[src/rtl/wdog_pkg.sv]
`timescale 1ns/1ps
package wdog_pkg;
    localparam int IDX_W  = 4;
    localparam int CODE_W = 3;

    localparam int OFS_CTRL  = 'h00;
    localparam int OFS_RANGE = 'h04;
    localparam int OFS_COUNT = 'h08;
    localparam int OFS_FEED  = 'h0C;
    localparam int OFS_STAT  = 'h10;
    localparam int OFS_CLR   = 'h14;

    localparam logic [7:0] FEED_KEY = 8'h76;

    typedef struct packed {
        logic              en;
        logic              mode;
        logic [CODE_W-1:0] code;
        logic [IDX_W-1:0]  idx;
    } cfg_t;
endpackage

[src/rtl/wdog_regs.sv]
`timescale 1ns/1ps
module wdog_regs
    import wdog_pkg::*;
(
    input  logic               clk,
    input  logic               rst,
    input  logic               wr_ctrl,
    input  logic               wr_range,
    input  logic [CODE_W+1:0]  ctrl_bits,
    input  logic [IDX_W-1:0]   range_bits,
    output cfg_t               cfg,
    output logic               en_start
);
    cfg_t cfg_d, cfg_q;

    always_comb begin
        cfg_d    = cfg_q;
        en_start = 1'b0;
        if (wr_ctrl) begin
            cfg_d.en   = cfg_q.en | ctrl_bits[0];
            cfg_d.mode = ctrl_bits[1];
            cfg_d.code = ctrl_bits[CODE_W+1:2];
            en_start   = ctrl_bits[0] & ~cfg_q.en;
        end
        if (wr_range) begin
            cfg_d.idx = range_bits;
        end
    end

    always_ff @(posedge clk) begin
        if (rst) cfg_q <= '0;
        else     cfg_q <= cfg_d;
    end

    assign cfg = cfg_q;
endmodule

[src/rtl/wdog_pulse.sv]
`timescale 1ns/1ps
module wdog_pulse #(
    parameter int CODE_W = 3
) (
    input  logic              clk,
    input  logic              rst,
    input  logic              fire_i,
    input  logic [CODE_W-1:0] code_i,
    output logic              busy_o,
    output logic              done_o
);
    localparam int PCNT_W = 2 ** CODE_W;
    localparam logic [CODE_W-1:0] CODE_MAX = {CODE_W{1'b1}};

    typedef struct packed {
        logic              act;
        logic [PCNT_W-1:0] pcnt;
    } pst_t;

    pst_t s_d, s_q;

    function automatic logic [PCNT_W-1:0] len_of(input logic [CODE_W-1:0] c);
        logic [PCNT_W-1:0] ones;
        ones = '1;
        return ones >> (CODE_MAX - c);
    endfunction

    always_comb begin
        s_d = s_q;
        if (fire_i) begin
            s_d.act  = 1'b1;
            s_d.pcnt = len_of(code_i);
        end else if (s_q.act) begin
            if (s_q.pcnt == '0) s_d.act  = 1'b0;
            else                s_d.pcnt = s_q.pcnt - 1'b1;
        end
    end

    always_ff @(posedge clk) begin
        if (rst) s_q <= '0;
        else     s_q <= s_d;
    end

    assign busy_o = s_q.act;
    assign done_o = s_q.act && (s_q.pcnt == '0);
endmodule

[src/rtl/wdog_count.sv]
`timescale 1ns/1ps
module wdog_count
    import wdog_pkg::*;
#(
    parameter int BASE_LOG = 16,
    parameter int CNT_W    = BASE_LOG + 2 ** IDX_W - 1
) (
    input  logic             clk,
    input  logic             rst,
    input  logic             en,
    input  logic             en_start,
    input  logic             mode,
    input  logic [IDX_W-1:0] idx,
    input  logic             feed_ok,
    input  logic             irq_clr,
    input  logic             busy,
    input  logic             done,
    output logic [CNT_W-1:0] cnt,
    output logic             irq,
    output logic             fire
);
    localparam logic [IDX_W-1:0] IDX_MAX = {IDX_W{1'b1}};

    typedef struct packed {
        logic [CNT_W-1:0] cnt;
        logic             irq;
    } cst_t;

    cst_t s_d, s_q;
    logic [CNT_W-1:0] reload;

    function automatic logic [CNT_W-1:0] reload_of(input logic [IDX_W-1:0] i);
        logic [CNT_W-1:0] ones;
        ones = '1;
        return ones >> (IDX_MAX - i);
    endfunction

    assign reload = reload_of(idx);

    always_comb begin
        s_d  = s_q;
        fire = 1'b0;
        if (irq_clr) s_d.irq = 1'b0;
        if (en_start) begin
            s_d.cnt = reload;
        end else if (en) begin
            if (feed_ok) s_d.irq = 1'b0;
            if (busy) begin
                if (done) s_d.cnt = reload;
            end else if (feed_ok) begin
                s_d.cnt = reload;
            end else if (s_q.cnt == '0) begin
                if (mode && !s_q.irq) begin
                    s_d.irq = 1'b1;
                    s_d.cnt = reload;
                end else begin
                    fire = 1'b1;
                end
            end else begin
                s_d.cnt = s_q.cnt - 1'b1;
            end
        end
    end

    always_ff @(posedge clk) begin
        if (rst) begin
            s_q.cnt <= reload_of('0);
            s_q.irq <= 1'b0;
        end else begin
            s_q <= s_d;
        end
    end

    assign cnt = s_q.cnt;
    assign irq = s_q.irq;
endmodule

[src/rtl/wdog_timer.sv]
`timescale 1ns/1ps
module wdog_timer
    import wdog_pkg::*;
#(
    parameter int DATA_W   = 32,
    parameter int ADDR_W   = 8,
    parameter int BASE_LOG = 16
) (
    input  logic              clk,
    input  logic              rst,
    input  logic              bus_sel,
    input  logic              bus_wr,
    input  logic [ADDR_W-1:0] bus_addr,
    input  logic [DATA_W-1:0] bus_wdata,
    output logic [DATA_W-1:0] bus_rdata,
    output logic              irq_o,
    output logic              sys_rst_o
);
    localparam int CNT_W = BASE_LOG + 2 ** IDX_W - 1;

    cfg_t             cfg;
    logic             en_start;
    logic             wr_ctrl, wr_range, feed_ok, irq_clr;
    logic [CNT_W-1:0] cnt_val;
    logic             irq, fire, busy, done;
    logic             unused_hi;

    assign wr_ctrl  = bus_sel && bus_wr && (bus_addr == ADDR_W'(OFS_CTRL));
    assign wr_range = bus_sel && bus_wr && (bus_addr == ADDR_W'(OFS_RANGE));
    assign feed_ok  = bus_sel && bus_wr && (bus_addr == ADDR_W'(OFS_FEED))
                      && (bus_wdata[7:0] == FEED_KEY);
    assign irq_clr  = bus_sel && !bus_wr && (bus_addr == ADDR_W'(OFS_CLR));
    assign unused_hi = ^bus_wdata[DATA_W-1:8];

    wdog_regs u_regs (
        .clk        (clk),
        .rst        (rst),
        .wr_ctrl    (wr_ctrl),
        .wr_range   (wr_range),
        .ctrl_bits  (bus_wdata[CODE_W+1:0]),
        .range_bits (bus_wdata[IDX_W-1:0]),
        .cfg        (cfg),
        .en_start   (en_start)
    );

    wdog_count #(
        .BASE_LOG (BASE_LOG),
        .CNT_W    (CNT_W)
    ) u_count (
        .clk      (clk),
        .rst      (rst),
        .en       (cfg.en),
        .en_start (en_start),
        .mode     (cfg.mode),
        .idx      (cfg.idx),
        .feed_ok  (feed_ok),
        .irq_clr  (irq_clr),
        .busy     (busy),
        .done     (done),
        .cnt      (cnt_val),
        .irq      (irq),
        .fire     (fire)
    );

    wdog_pulse #(
        .CODE_W (CODE_W)
    ) u_pulse (
        .clk    (clk),
        .rst    (rst),
        .fire_i (fire),
        .code_i (cfg.code),
        .busy_o (busy),
        .done_o (done)
    );

    always_comb begin
        bus_rdata = '0;
        case (bus_addr)
            ADDR_W'(OFS_CTRL):  bus_rdata = DATA_W'({cfg.code, cfg.mode, cfg.en});
            ADDR_W'(OFS_RANGE): bus_rdata = DATA_W'(cfg.idx);
            ADDR_W'(OFS_COUNT): bus_rdata = DATA_W'(cnt_val);
            ADDR_W'(OFS_STAT):  bus_rdata = DATA_W'(irq);
            default:            bus_rdata = '0;
        endcase
    end

    assign irq_o     = irq;
    assign sys_rst_o = busy;
endmodule

[config.mk]
export PLATFORM = sky130hd
export DESIGN_NAME = wdog_timer
export DESIGN_NICKNAME = d
export VERILOG_FILES = /design/src/rtl/wdog_pkg.sv /design/src/rtl/wdog_regs.sv /design/src/rtl/wdog_pulse.sv /design/src/rtl/wdog_count.sv /design/src/rtl/wdog_timer.sv
export SDC_FILE = /design/constraint.sdc
export NUM_CORES = 1
export LEC_CHECK = 0
export BUFFER_PORTS_ARGS = -buffer_cell sky130_fd_sc_hd__buf_2
export CAP_MARGIN = 20
export CORE_MARGIN = 2
export CORE_UTILIZATION = 60
export DETAILED_ROUTE_END_ITERATION = 12
export HOLD_SLACK_MARGIN = 0.15
export PLACE_DENSITY = 0.92
export SLEW_MARGIN = 10
export SYNTH_ARGS = -nofsm -noshare
export SYNTH_HDL_FRONTEND = slang
export SYNTH_HIERARCHICAL = 1
export SYNTH_SLANG_ARGS = --single-unit
[constraint.sdc]
create_clock -name clk -period 6.88 [get_ports clk]
set_input_delay 1.376 -clock clk [delete_from_list [all_inputs] [get_ports clk]]
set_output_delay 1.376 -clock clk [all_outputs]
set_load 0.02 [all_outputs]
Yosys cells after proc, flatten, opt, wreduce, memory -nomap -nowiden
Index checks and enable logic that the tools add are counted.
Widths: inputs -> output; s select.
{"block": "word_totals", "ff_bits": 50, "out_inout_bits": 34}
{"block": "classes", "n_addsub": 4, "n_eq_ne": 9, "shift": 2, "n_mux": 25, "bitwise": 3, "reduce_logical": 18}
{"op": "$mux 31", "n": 5}
{"op": "$pmux 31 s4", "n": 1}
{"op": "$mux 32", "n": 2}
{"op": "$logic_not 31->1", "n": 1}
{"op": "$shr 31x4->31 const A", "n": 1}
{"op": "$sub 31x1->31 const B", "n": 1}
{"op": "$mux 9", "n": 2}
{"op": "$eq 8x4->1 const B", "n": 2}
{"op": "$eq 8x5->1 const B", "n": 2}
{"op": "$logic_not 8->1", "n": 2}
{"op": "$mux 1", "n": 14}
{"op": "$logic_and 1x1->1", "n": 9}
{"op": "$eq 8x3->1 const B", "n": 1}
{"op": "$eq 8x7->1 const B", "n": 1}
{"op": "$mux 8", "n": 1}
{"op": "$shr 8x3->8 const A", "n": 1}
{"op": "$sub 8x1->8 const B", "n": 1}
{"op": "$ne 5x4->1 const B", "n": 1}
{"op": "$reduce_bool 2->1", "n": 2}
{"op": "$sub 4x4->4 const A", "n": 1}
{"op": "$ne 3x3->1 const B", "n": 1}
{"op": "$reduce_and 3->1", "n": 1}
{"op": "$sub 3x3->3 const A", "n": 1}
{"op": "$logic_not 1->1", "n": 2}
{"op": "other kinds (5)", "n": 5}

Logic depth before layout (Yosys ltp)
{"block": "logic_depth", "ltp_word": 11, "ltp_mapped": 15, "ltp_nobuf": 12}

Modules after synthesis
The synthesis kept the hierarchy.
{"module": "wdog_count", "instances": 1, "cells_each": 327, "area_per_inst_um2": 2461.1, "seq_area_each_um2": 640.6}
{"module": "wdog_pulse", "instances": 1, "cells_each": 68, "area_per_inst_um2": 529.3, "seq_area_each_um2": 180.2}
{"module": "wdog_timer", "instances": 1, "cells_each": 69, "area_per_inst_um2": 467.9, "seq_area_each_um2": 0.0}
{"module": "wdog_regs", "instances": 1, "cells_each": 32, "area_per_inst_um2": 322.8, "seq_area_each_um2": 180.2}

Worst setup path before layout
OpenSTA, ideal clock, no wires.
{"block": "synth_timing", "path_kind": "input to output", "startpoint": "input bus_addr[1]", "endpoint": "output bus_rdata[0]", "arrival_time_ns": 2.375, "path_slack_ns": 3.129, "path_stages": 3, "n_path_buf": 0, "cell_sequence": "nor2_1 -> or4b_1 -> a21oi_1"}
{"block": "synth_between", "elab_chain_len": 2}
{"item": "from (decl)", "line_no": "wdog_timer.sv:13", "source": "input logic [ADDR_W-1:0] bus_addr,"}
{"item": "$eq 8x5->1, or another cell as far along", "line_no": "wdog_timer.sv:78", "source": "case (bus_addr)"}
{"item": "$pmux 31 s4 (*)", "line_no": "wdog_timer.sv:78"}
{"item": "to (decl)", "line_no": "wdog_timer.sv:15", "source": "output logic [DATA_W-1:0] bus_rdata,"}
Mark *: on every way between the ends. The rest lies on a longest branch, timed or not.

Worst setup path after layout
{"block": "layout_timing", "startpoint": "input bus_addr[4]", "endpoint": "output bus_rdata[24]"}
Same word-level chain as after synthesis.

==> metrics.md <==
| Metric | Value |
|---|---|
| Routed length per placed instance | `17.0 um` |
| Overall track demand over capacity in global routing | `29.7%` |
| Worst path max stage delay | `690 ps` |
| Number of standard cells in the layout, taps in and fillers out | `607` |
| Filler instances | `516` |
| Post-synthesis sequential area ratio | `26.5%` |
| Capture instance of the worst register-to-register path | `u_pulse/s_q[1]$_SDFFE_PP0P_` |
| Syn Inst Count | `496` |
| Total clock sinks | `50` |
| Top achievable clock speed | `233 MHz` |
| R2r startpoint | `u_count/cnt[0]$_SDFFE_PP1P_` |
| Critical path data required time | `5500 ps` |
| Final antenna-violating net count | `0` |
| Sum of net half-perimeters after detailed placement | `7.54 mm` |
| I/O pin total | `78` |
| Period minus WS final | `4300 ps` |
| Post-synthesis sequential element count | `50` |
| Yosys top cell area share | `26.5%` |
| Die height | `83.4 um` |
| Standard-cell row count | `28` |
| # resized after CTS | `0` |
| Total clock buffers created by CTS | `5` |
| Overall via count from detail_route | `3994` |
| Actual slew at the worst max-slew pin | `924 ps` |
| Fin Clk Skew | `9.70 ps` |
| DRC violation count after routing | `0` |
| CTS root buf | `sky130_fd_sc_hd__clkbuf_8` |
| Critical Path Fanout Max | `26` |
| Most area-consuming cells after synthesis | `sky130_fd_sc_hd__dfxtp_1 26%, sky130_fd_sc_hd__nor2_1 6.1%, sky130_fd_sc_hd__and2_1 4.6%` |
| Number of buffers inserted to repair setup after CTS | `0` |
| Post-synth top flop | `sky130_fd_sc_hd__dfxtp_1` |
| Starting utilization of the core area | `63.1%` |
| Cell type with the largest total area after synthesis | `sky130_fd_sc_hd__dfxtp_1` |
| Initial antenna violation count | `0` |
| Area delta synth->final | `7.88%` |
| Post-route clock period utilization | `62.5%` |
| Power density relative to cell area | `122 nW/um2` |
| Cell count after placement | `598` |
| Critical path buffers and inverters | `2` |
| Clock insertion delay at the later pin of the skew report | `310 ps` |
| Critical-path top delay cell | `sky130_fd_sc_hd__and3_1` |
| Leakage power | `1.50 nW` |
| Worst min-delay path startpoint | `u_pulse/s_q[5]$_SDFFE_PP0P_` |
| Vias in the first global route | `3490` |
| Mean post-synth cell area | `7.62 um2` |
| Final number of setup-violating endpoints | `0` |
| Detailed Route WL | `10.3 mm` |
| Max-slew headroom at the worst pin | `37.9%` |
| Maximum count of clock buffers along a single path | `2` |
| Via-per-instance ratio | `6.58` |
| Final slew viol count | `0` |
| Deepest level of the CTS H-tree | `2` |
| CTS clk-pin slew, worst paths | `90 ps` |
| Drt pass-1 iters | `5` |
| Endpoint, Worst Hold | `u_pulse/s_q[5]$_SDFFE_PP0P_` |
| RSZ-0062 raised after global routing | `false` |
| DRC violation total after the first TritonRoute iteration | `561` |
| Placeable core region | `5990 um2` |
| Top delay family on crit path | `simple AND/OR/NAND/NOR gates` |
| Synth async-reset ratio | `0%` |
| Finished Core Util | `68.1%` |
| Post-synth net total | `544` |
| Largest net degree at the start of global routing | `31` |
| Worst path cell trace | `buf_2 > nor4_4 > and3_1 > and2_1 > buf_2` |
| Most common cell after layout, fill and taps aside | `sky130_fd_sc_hd__nor2_1` |
| Kind of end point of the critical path | `output pin` |
| Startpoint-to-endpoint class of the critical path | `in2out` |
| Number of stages on the worst hold path | `2` |
| Total congestion overflow after global routing | `0` |
| Die W | `83.4 um` |
| Register-to-register setup slack | `3420 ps` |
| Cell repeated most along the worst path | `sky130_fd_sc_hd__buf_2` |
| Count of yosys warnings during synthesis | `6` |
| First-pass GRT wire length | `17.1 mm` |
| Port Buffer Count | `52` |
| Hold-fix buffers, CTS | `0` |
| Most frequent cells in the layout | `61 x sky130_fd_sc_hd__nor2_1, 52 x sky130_fd_sc_hd__buf_2, 50 x sky130_fd_sc_hd__dfxtp_1` |
| Worst Reg-to-Reg Cells | `11` |
| Number of library cell types mapped by synthesis | `76` |
| EDFF count, synth | `0` |
| Result of the run | `complete, no violations` |
| Max VDD drop | `0.0891 mV` |
| Share of post-route cells with drive strength above 1 | `17.5%` |
| Net count of the finished layout | `579` |
| Worst path arrival time | `2920 ps` |
| Die area | `6950 um2` |
| Number of hold violations in the final report | `0` |
| Gpl congestion | `0.937` |
| Critical Path Source Type | `primary input` |
| CTS tree | `built` |
| Final antenna diode count | `0` |
| Number of max-cap violations | `0` |
| Fin Setup TNS | `0 ps` |
| Synth Cell Area | `3780 um2` |
| Class of the tightest hold or removal check | `reg2reg` |
==> worst max-delay path by stage <==
stage | from | to | cells past startpoint
after floorplan | bus_addr[1] | bus_rdata[0] | 3
after global routing | bus_addr[4] | bus_rdata[27] | 5
after global placement | bus_addr[4] | u_count/cnt[25]$_SDFFE_PP0P_ | 11
after detailed placement | bus_addr[4] | u_pulse/s_q[5]$_SDFFE_PP0P_ | 13
final | bus_addr[4] | bus_rdata[24] | 5
after CTS | bus_addr[4] | u_count/cnt[25]$_SDFFE_PP0P_ | 11
==> area by class of cell <==
class                   count  area [um2]  area share, %
well taps                  75        93.8           2.30
clock inverters             2        12.5          0.307
flip-flops and latches     50        1000           24.5
multi-input cells         408        2560           62.9
clock buffers               6        82.6           2.02
repair buffers             55         283           6.93
inverters                  11        41.3           1.01
==> where the power goes <==
part	internal, mW	total [mW]	switching [mW]	leakage, nW
registers	0.289	0.289	0.000189	0.403
clock network	0.0811	0.186	0.105	0.0472
logic	0.00811	0.0227	0.0146	1.05
==> sequential cells by signal (all words and copies together), names as in the netlist <==
| name | count |
|---|---|
| u_count/cnt | 31 |
| u_count/irq | 1 |
| u_pulse/busy_o | 1 |
| u_pulse/s_q | 8 |
| u_regs/cfg | 9 |
==> metal layers <==
metal / GRT usage, % / up-vias / share of wire (%)
met5: 0 / - / 0
met4: 12.1 / 0 / 3.5
met2: 45.2 / 226 / 45
met1: 42.1 / 1835 / 43
met3: 4.17 / 34 / 8.6
li1: - / 1899 / -
==> metrics by stage <==
stage | instance area (um2) | worst slack [ps] | hold slack, ps | power (mW)
2_1_floorplan | 3780 | 3130 | 479 | 0.309
3_3_place_gp | 3980 | 2220 | 512 | 0.318
3_5_place_dp | 3980 | 2130 | 531 | 0.319
4_1_cts | 4070 | 2480 | 541 | 0.501
5_1_grt | 4080 | 2420 | 554 | 0.515
6_report | 4080 | 2580 | 543 | 0.498
==> cell usage after synthesis, types with 3 or more instances <==
cell	n
sky130_fd_sc_hd__xnor2_1	10
sky130_fd_sc_hd__ha_1	4
sky130_fd_sc_hd__nor2_1	61
sky130_fd_sc_hd__o221ai_1	5
sky130_fd_sc_hd__clkbuf_1	11
sky130_fd_sc_hd__and2_1	28
sky130_fd_sc_hd__a31oi_1	6
sky130_fd_sc_hd__nor2b_1	4
sky130_fd_sc_hd__a211oi_1	7
sky130_fd_sc_hd__and4_1	3
sky130_fd_sc_hd__buf_2	3
sky130_fd_sc_hd__or2_2	7
sky130_fd_sc_hd__inv_1	10
sky130_fd_sc_hd__or4_4	3
sky130_fd_sc_hd__buf_4	3
sky130_fd_sc_hd__dfxtp_1	50
sky130_fd_sc_hd__nand3_1	23
sky130_fd_sc_hd__and3_1	7
sky130_fd_sc_hd__mux2i_1	14
sky130_fd_sc_hd__nand3b_1	5
sky130_fd_sc_hd__xor2_1	8
sky130_fd_sc_hd__nand2_1	41
sky130_fd_sc_hd__or4_1	5
sky130_fd_sc_hd__or3_1	6
sky130_fd_sc_hd__a221o_1	4
sky130_fd_sc_hd__nor4_4	3
sky130_fd_sc_hd__a21oi_1	32
sky130_fd_sc_hd__buf_6	4
sky130_fd_sc_hd__o21ai_0	20
sky130_fd_sc_hd__nor3_1	22
sky130_fd_sc_hd__o31ai_1	5
sky130_fd_sc_hd__nor4_1	12
sky130_fd_sc_hd__nand2b_1	7
sky130_fd_sc_hd__nand4_1	7
==> cell families (layout without fill, tap and decap cells) <==
family | after synthesis | after routing | synth area share [%]
AND/OR/NAND/NOR | 260 | 260 | 38.4
AO/OA/AOI/OAI | 110 | 110 | 19.9
flip-flops | 50 | 50 | 26.5
buffers and inverters | 38 | 74 | 5.69
XOR/XNOR | 18 | 18 | 4.17
multiplexers | 15 | 15 | 4.00
adder cells (fa/ha/maj) | 4 | 4 | 1.32
other | 1 | 1 | 0.0992
==> worst register-to-register path: cells and delay by family (launching register included) <==
family | cells | cell delay (ps)
compound gates | 2 | 270
fa+ha+maj | 1 | 210
buf+inv | 3 | 600
flops | 1 | 390
simple gates | 5 | 1920
Power figures use the tool's default switching activity.
